## src/rtl/vmadd_pkg.sv

```systemverilog
package vmadd_pkg;
  typedef enum logic {
    FB_MERGE = 1'b0,
    FB_ZERO  = 1'b1
  } fallback_e;
endpackage

```

## src/rtl/vmadd_mask_decode.sv

```systemverilog
module vmadd_mask_decode
  import vmadd_pkg::*;
#(
  parameter int LANES  = 4,
  parameter int MASK_W = 8
) (
  input  logic [MASK_W-1:0] mask_ctl,
  output logic [LANES-1:0]  lane_en,
  output fallback_e         fb_mode
);
  localparam int MODE_BIT = MASK_W - 1;

  always_comb begin
    lane_en = mask_ctl[LANES-1:0];
    fb_mode = fallback_e'(mask_ctl[MODE_BIT]);
  end
endmodule

```

## src/rtl/vmadd_lane.sv

```systemverilog
module vmadd_lane
  import vmadd_pkg::*;
#(
  parameter int ELEM_W = 16
) (
  input  logic [ELEM_W-1:0] add_op,
  input  logic [ELEM_W-1:0] fa_op,
  input  logic [ELEM_W-1:0] fb_op,
  input  logic              enable,
  input  fallback_e         fb_mode,
  output logic [ELEM_W-1:0] lane_out
);
  logic [ELEM_W-1:0] prod_trunc;
  logic [ELEM_W-1:0] fused;
  logic [ELEM_W-1:0] fallback;

  always_comb begin
    prod_trunc = fa_op * fb_op;
    fused      = add_op + prod_trunc;
    fallback   = (fb_mode == FB_ZERO) ? '0 : add_op;
    lane_out   = enable ? fused : fallback;
  end
endmodule

```

## src/rtl/vmadd_out_stage.sv

```systemverilog
module vmadd_out_stage #(
  parameter int DATA_W = 64
) (
  input  logic              clk,
  input  logic              rst,
  input  logic              up_valid,
  output logic              up_ready,
  input  logic [DATA_W-1:0] up_data,
  output logic              dn_valid,
  input  logic              dn_ready,
  output logic [DATA_W-1:0] dn_data
);
  logic              held;
  logic [DATA_W-1:0] store;

  assign up_ready = !held || dn_ready;
  assign dn_valid = held;
  assign dn_data  = store;

  always_ff @(posedge clk) begin
    if (rst) begin
      held  <= 1'b0;
      store <= '0;
    end else if (up_valid && up_ready) begin
      held  <= 1'b1;
      store <= up_data;
    end else if (dn_ready) begin
      held  <= 1'b0;
    end
  end
endmodule

```

## src/rtl/vmadd_lanes.sv

```systemverilog
module vmadd_lanes
  import vmadd_pkg::*;
#(
  parameter int LANES  = 4,
  parameter int ELEM_W = 16,
  parameter int MASK_W = 8
) (
  input  logic                    clk,
  input  logic                    rst,
  input  logic                    in_valid,
  output logic                    in_ready,
  input  logic [LANES*ELEM_W-1:0] src_add,
  input  logic [LANES*ELEM_W-1:0] src_fa,
  input  logic [LANES*ELEM_W-1:0] src_fb,
  input  logic [MASK_W-1:0]       mask_ctl,
  output logic                    out_valid,
  input  logic                    out_ready,
  output logic [LANES*ELEM_W-1:0] result
);
  localparam int VEC_W = LANES * ELEM_W;

  logic [LANES-1:0] lane_en;
  fallback_e        fb_mode;
  logic [VEC_W-1:0] comb_vec;

  vmadd_mask_decode #(
    .LANES (LANES),
    .MASK_W(MASK_W)
  ) u_decode (
    .mask_ctl(mask_ctl),
    .lane_en (lane_en),
    .fb_mode (fb_mode)
  );

  for (genvar g = 0; g < LANES; g++) begin : g_lane
    vmadd_lane #(
      .ELEM_W(ELEM_W)
    ) u_lane (
      .add_op  (src_add[g*ELEM_W +: ELEM_W]),
      .fa_op   (src_fa[g*ELEM_W +: ELEM_W]),
      .fb_op   (src_fb[g*ELEM_W +: ELEM_W]),
      .enable  (lane_en[g]),
      .fb_mode (fb_mode),
      .lane_out(comb_vec[g*ELEM_W +: ELEM_W])
    );
  end

  vmadd_out_stage #(
    .DATA_W(VEC_W)
  ) u_stage (
    .clk     (clk),
    .rst     (rst),
    .up_valid(in_valid),
    .up_ready(in_ready),
    .up_data (comb_vec),
    .dn_valid(out_valid),
    .dn_ready(out_ready),
    .dn_data (result)
  );
endmodule

```

## config.mk

```make
export PLATFORM = sky130hd
export DESIGN_NAME = vmadd_lanes
export DESIGN_NICKNAME = d
export VERILOG_FILES = /design/src/rtl/vmadd_pkg.sv /design/src/rtl/vmadd_mask_decode.sv /design/src/rtl/vmadd_lane.sv /design/src/rtl/vmadd_out_stage.sv /design/src/rtl/vmadd_lanes.sv
export SDC_FILE = /design/constraint.sdc
export NUM_CORES = 1
export LEC_CHECK = 0
export BUFFER_PORTS_ARGS = -buffer_cell sky130_fd_sc_hd__buf_2
export CAP_MARGIN = 20
export CORE_UTILIZATION = 55
export DETAILED_ROUTE_END_ITERATION = 12
export PLACE_DENSITY = 0.79
export SYNTH_ARGS = -nofsm -noshare
export SYNTH_HDL_FRONTEND = slang
export SYNTH_SLANG_ARGS = --single-unit
```

## constraint.sdc

```tcl
create_clock -name clk -period 6.6 [get_ports clk]
set_input_delay 1.32 -clock clk [delete_from_list [all_inputs] [get_ports clk]]
set_output_delay 1.32 -clock clk [all_outputs]
set_load 0.01 [all_outputs]
```

==> results.toml, run 1 <==
[run_status]
status = "finished, final reports clean"

[floorplan]
row_count = 69
coreArea_sq_mm = 0.0359
die_w_um = 194
start_util = 0.564
die_h_um = 194
pin_count = 270
dieArea_sq_mm = 0.0376

[route]
initialDrtViolationCount = 989
routed_via_density = 5.35
wl_per_cell_um = 17.4
wirelength_um = 55000
drc_errors = 0
drt-pass1-iter-count = 5
antenna_left = 0
num_vias = 16900

[timing]
finalSetupViolations = 0
max_slew_margin = 0.312
fin_crit_sh = 0.981
clock_skew_ns = 0.0115
maxSlewViolCount = 0
tns_ns = 0
worst_pin_slew_ns = 1.03
period_minus_slack_ns = 6.47
fmax_mhz = 154
hold_viol_final = 0

[clock_network]
cts_tree = "yes"
numCtsBuffers = 9
clockBufferDepth = 2
insertion_delay_ns = 0.35
htree_levels = 3
clkSinkCount = 65
clk_pin_slew_ns = 0.06
root_buffer = "clkbuf_16"

[synth]
synth_ff_type = "dfxtp_1"
synthCells = 2448
syn_area_sq_mm = 0.0203
synth_fp_nets = 3236
avgSynthCellArea_sq_um = 8.28
ys_ff_latch = 65
yosysSeqAreaShare = 0.0642
yosysMostFrequentCell = "inv_1"
ys_types = 42
yosysTopAreaCellShare = 0.371
synth_edf_count = 0
synth_warnings = 0
synthTopCellsByArea = "fa_1, ha_1, inv_1"
synth_top_cell_by_area = "fa_1"
synth_common_cells = "inv_1, fa_1, nand2_1"
synthArstFlopShare = 0

[layout]
syn_to_final_growth_pct = 11.7
drive_gt1_frac = 0.132
diodes = 0
finish.utilization = 0.630
nFillCells = 3146
fin_cells = 3162
final_nets = 3486

[flow_run]
maxCapViolCount = 0

[setup_path]
reg2reg_setup_slack_ns = 4.39
critical_path.max_stage_delay_ns = 0.57
crit_top_cell = "fa_1"
r2r-end = "u_stage.dn_data[46]$_SDFFE_PP0P_"
crit_slowest_cell = "fa_1"
startpoint = "src_fa[58]"
r2r_cells = 6
cp.required_ns = 6.87
endpoint = "u_stage.dn_data[63]$_SDFFE_PP0P_"
worstPathCellList = "buf_2 -> and2_1 -> fa_1 -> inv_1 -> fa_1 -> fa_1 -> fa_1 -> inv_1 -> fa_1 -> inv_1 -> fa_1 -> inv_1 -> ha_4 -> and3_1 -> a221oi_2 -> o211ai_1 -> buf_4 -> a21o_1 -> a21oi_2 -> xnor2_1 -> nand3_1 -> a211oi_2"
path_max_fanout = 4
cp-start-kind = "primary input"
crit_arrival_ns = 6.75
path_class = "in -> reg"
cp-end-kind = "register"
regToRegStartpoint = "u_stage.dn_valid$_SDFFE_PP0P_"

[placement]
portBuffers = 266
dpl.hpwl_um = 46100
dpl.cell_count = 3146
place_congestion = 0.954

[power_and_ir_drop]
seqPwrFrac = 0.054
vdd_drop_max_uv = 431
combinationalPowerShare = 0.901
p_int_mw = 4.98
netSwitchingPower_mw = 5.21
swShare = 0.511
p_leak_nw = 12.1
p_clk_frac = 0.045
p_per_area_mw_per_mm2 = 450

[grt]
antenna_found_initial = 0
grt_overflow_total = 0
grt_max_degree = 78
grt_pass1_wl_um = 90600
grt_pass1_vias = 18200
track_usage = 0.304

[hold_path]
hold_path_class = "reg -> reg"
per-layer routing:
layer  part of all wire  wire length (um)  global-route usage  vias up
li1                   -                 -                   -     7765
met1               0.40             22000               0.388     8338
met2               0.50             27400               0.538      685
met3              0.073              4040              0.0402      115
met4              0.029              1570              0.0905        0
met5                  0                 0                   0        -
stage by stage:
| stage | power [mW] | setup WS [ns] | hold WS [ns] | instance area, sq um |
|---|---|---|---|---|
| after floorplan | 7.15 | 0.0179 | 0.515 | 20300 |
| after global placement | 9.11 | -0.216 | 0.469 | 22300 |
| final | 10.2 | 0.126 | 0.496 | 22600 |
| after CTS | 10.0 | 0.0489 | 0.499 | 22600 |
| after detailed placement | 9.49 | -0.322 | 0.480 | 22300 |
| after global routing | 11.3 | -0.0965 | 0.513 | 22600 |
registers in the layout, summed over array words and instances, names as in the netlist:
| register | flops |
|---|---|
| u_stage.dn_data | 64 |
| u_stage.dn_valid | 1 |
worst min path at each step:
stage	from	to	slack, ns	cells after the start
2_1_floorplan	u_stage.dn_data[22]$_SDFFE_PP0P_	u_stage.dn_data[22]$_SDFFE_PP0P_	0.51	2
3_3_place_gp	u_stage.dn_data[4]$_SDFFE_PP0P_	u_stage.dn_data[4]$_SDFFE_PP0P_	0.47	2
3_5_place_dp	u_stage.dn_data[20]$_SDFFE_PP0P_	u_stage.dn_data[20]$_SDFFE_PP0P_	0.48	2
4_1_cts	u_stage.dn_data[20]$_SDFFE_PP0P_	u_stage.dn_data[20]$_SDFFE_PP0P_	0.50	2
5_1_grt	u_stage.dn_data[48]$_SDFFE_PP0P_	u_stage.dn_data[48]$_SDFFE_PP0P_	0.51	2
6_report	u_stage.dn_data[26]$_SDFFE_PP0P_	u_stage.dn_data[26]$_SDFFE_PP0P_	0.50	2
power groups by stage:
stage | registers, mW | clock network [mW] | logic, mW
2_1_floorplan | 0.587 | 0 | 6.56
4_1_cts | 0.549 | 0.470 | 9.01
3_3_place_gp | 0.555 | 0 | 8.56
6_report | 0.550 | 0.456 | 9.18
3_5_place_dp | 0.556 | 0 | 8.94
5_1_grt | 0.561 | 0.486 | 10.3
timing repair:
action | in CTS | in global routing
gates resized for setup | 0 | 5
hold buffers | 0 | 0
setup buffers | 0 | 1
setup endpoints to repair | 0 | 2
endpoints found under the hold margin | 0 | 0
placed cells by master (no fill, tap or decap), types with 2 or more instances in the layout:
cell type  Yosys  routed
o21a_1         5       5
fa_1         376     376
nor2b_1        8       8
a211oi_1      14      14
buf_4          3      66
a21o_1        14      14
o31ai_1        6       6
o22ai_1        3       3
xor2_1        40      40
a31oi_1        8       8
or3_1          2       2
nor4_1         7       7
nand3_1        6       6
buf_2          3     266
nor2_1        64      64
clkbuf_8       0       2
nor3_1        45      45
a41oi_1        2       2
nand2_1      348     347
a21oi_1       49      48
clkbuf_16      0       9
and3_1         4       4
clkinv_2       0       2
o21bai_1       5       5
ha_1         208     207
a311oi_1       4       4
inv_1        633     633
and2_1       217     217
a221oi_1      34      33
o21ai_0       44      44
o311a_1        2       2
nand2b_1       9       9
xnor2_1      119     119
o211ai_1       3       3
dfxtp_1       65      65
layout make-up:
type                    instances  area [sq um]  area share
multi-input cells            1654         16200       0.717
inverters                     633          2380       0.105
repair buffers                335          1870      0.0827
flip-flops and latches         65          1300      0.0575
well taps                     461           577      0.0255
clock buffers                  11           253      0.0112
clock inverters                 3          17.5    0.000774
critical path, delay by kind of cell:
kind | cells | cell delay (ns)
AO/OA/AOI/OAI | 5 | 0.96
adder cells (fa/ha/maj) | 7 | 3.28
XOR/XNOR | 1 | 0.12
buffers and inverters | 6 | 0.55
AND/OR/NAND/NOR | 3 | 0.50
kinds of logic (layout without fill, tap and decap cells):
group | after synthesis | after routing | synth area share
buffers and inverters | 729 | 982 | 0.136
AND/OR/NAND/NOR | 712 | 712 | 0.166
adder cells (fa/ha/maj) | 584 | 584 | 0.500
AO/OA/AOI/OAI | 197 | 197 | 0.0640
XOR/XNOR | 161 | 161 | 0.0706
flip-flops | 65 | 65 | 0.0642
No activity file was read; power rests on OpenSTA's default activity.
==> inputs of run 2 (changes only) <==
--- a/config.mk
+++ b/config.mk
@@ -7,6 +7,7 @@
 export LEC_CHECK = 0
 export BUFFER_PORTS_ARGS = -buffer_cell sky130_fd_sc_hd__buf_2
 export CAP_MARGIN = 20
+export CORE_ASPECT_RATIO = 1.25
 export CORE_UTILIZATION = 55
 export DETAILED_ROUTE_END_ITERATION = 12
 export PLACE_DENSITY = 0.79
==> run 2 against run 1 <==
  * Register-to-register slack improved by 0.26 ns
  * Design area up 0.45%
  * Global-route usage up 0.15 points
  * Count of clock-buffer cells in the layout shrank 1
  * Via count rose by 1.1%
==> results.toml, run 2 (same netlist as run 1, synthesis figures left out) <==
[hold_path]
hold_path_startpoint = "u_stage.dn_data[4]$_SDFFE_PP0P_"
holdPathEnd = "u_stage.dn_data[4]$_SDFFE_PP0P_"
hold_path_class = "reg -> reg"
holdPathStages = 2

[clock_network]
hold_buffers = 0
root_buffer = "clkbuf_16"
clk_pin_slew_ns = 0.07
numCtsBuffers = 9
htree_levels = 3
clockBufferDepth = 2
clkSinkCount = 65
cts_tree = "yes"
insertion_delay_ns = 0.36

[setup_path]
crit_arrival_ns = 6.69
reg2reg_setup_slack_ns = 4.65
r2r_cells = 6
r2r-end = "u_stage.dn_data[31]$_SDFFE_PP0P_"
cp-start-kind = "primary input"
path_class = "in -> reg"
cp.required_ns = 6.88
cp-end-kind = "register"
regToRegStartpoint = "u_stage.dn_valid$_SDFFE_PP0P_"
path_max_fanout = 4

[timing]
fmax_mhz = 156
finalSetupViolations = 0
clock_skew_ns = 0.0127
hold_viol_final = 0
rsz0062_at_grt = "no"
fin_crit_sh = 0.971
tns_ns = 0
period_minus_slack_ns = 6.41
maxSlewViolCount = 0
hold_slack_ns = 0.487
max_slew_margin = 0.239
worst_pin_slew_ns = 1.14

[floorplan]
die_w_um = 174
dieArea_sq_mm = 0.0376
start_util = 0.558
pin_count = 270
die_h_um = 217
row_count = 78
coreArea_sq_mm = 0.0363

[route]
drc_errors = 0
drt-pass1-iter-count = 5
wl_per_cell_um = 17.2
antenna_left = 0
initialDrtViolationCount = 1070
wirelength_um = 54900
routed_via_density = 5.36
num_vias = 17100

[layout]
largest_register_ffs = 64
nFillCells = 3082
layout_commonest_cell = "inv_1"
final_nets = 3491
mostFrequentLayoutCells = "inv_1, fa_1, nand2_1, buf_2, and2_1"
syn_to_final_growth_pct = 12.2
drive_gt1_frac = 0.134

[grt]
grt_pass1_wl_um = 90900
grt_max_degree = 78
grt_pass1_vias = 18400
track_usage = 0.306
antenna_found_initial = 2
grt_overflow_total = 0

[power_and_ir_drop]
p_leak_nw = 12.1
vdd_drop_max_uv = 497
finalPower_mw = 10.2
p_per_area_mw_per_mm2 = 449

[flow_run]
maxCapViolCount = 0

[run_status]
status = "finished, final reports clean"

[placement]
portBuffers = 266
dpl.hpwl_um = 46300
place_congestion = 0.996
run 2: cell types whose count changed in the layout (fill, tap and decap cells not counted), sizes merged:
| cell | change |
|---|---|
| bufinv | +2 |
| inv | +1 |
| buf | +5 |
| clkbuf | -1 |
| diode | +1 |
run 2: worst max path at each step:
| stage | slack (ns) | depth (start not counted) | from | end |
|---|---|---|---|---|
| floorplan | 0.02 | 21 | src_fb[49] | u_stage.dn_data[63]$_SDFFE_PP0P_ |
| finish | 0.19 | 21 | src_fb[49] | u_stage.dn_data[63]$_SDFFE_PP0P_ |
| global placement | -0.23 | 21 | src_fb[49] | u_stage.dn_data[63]$_SDFFE_PP0P_ |
| detailed placement | -0.26 | 21 | src_fb[49] | u_stage.dn_data[63]$_SDFFE_PP0P_ |
| CTS | 0.09 | 21 | src_fb[49] | u_stage.dn_data[63]$_SDFFE_PP0P_ |
| global route | 0.02 | 19 | src_fb[33] | u_stage.dn_data[46]$_SDFFE_PP0P_ |
run 2: metal layers:
metal / vias up / part of all wire / track usage
li1: 7755 / - / -
met1: 8489 / 0.37 / 0.358
met2: 704 / 0.52 / 0.554
met3: 146 / 0.066 / 0.0446
met4: 2 / 0.041 / 0.136
met5: - / 0.00020 / 0
run 2: power by group:
part           switching, mW  internal [mW]  leakage (nW)
sequential            0.0538          0.492         0.538
combinational           4.94           4.16          11.4
clock                  0.211          0.343         0.159
total                   5.21           5.00          12.1
run 2: through the flow:
step	utilization	std cells	cell area (sq um)	setup WS, ns
final	0.626	3189	22700	0.190
after global routing	0.626	3189	22700	0.0249
after CTS	0.626	3187	22700	0.0939
after detailed placement	0.616	3171	22400	-0.255
after global placement	0.616	3171	22400	-0.230
after floorplan	-	2448	20300	0.0179
run 2: cell type report:
type,count,area (sq um),area share
diodes,1,2.50,0.000110
clock buffers,10,239,0.0105
clock inverters,6,90.1,0.00396
inverters,633,2380,0.104
multi-input cells,1654,16200,0.714
flip-flops and latches,65,1300,0.0572
well taps,480,601,0.0264
repair buffers,340,1890,0.0831
run 2: timing repair:
action / in CTS / in global routing
endpoints found under the setup margin: 0 / 4
resized for setup: 0 / 4
setup buffers: 0 / 0
run 2: worst max-delay path: stages:
cell and delay, ns:
buf_2 0.12, and2_1 0.15, fa_1 0.53, inv_1 0.06, fa_1 0.57, fa_1 0.46, fa_1 0.55, inv_1 0.05
fa_1 0.48, inv_1 0.05, fa_1 0.47, inv_1 0.04, ha_1 0.33, and3_4 0.22, a221oi_2 0.25, o211ai_1 0.19
a21o_1 0.23, a21oi_2 0.14, xnor2_1 0.12, nand3_1 0.11, a211oi_2 0.21
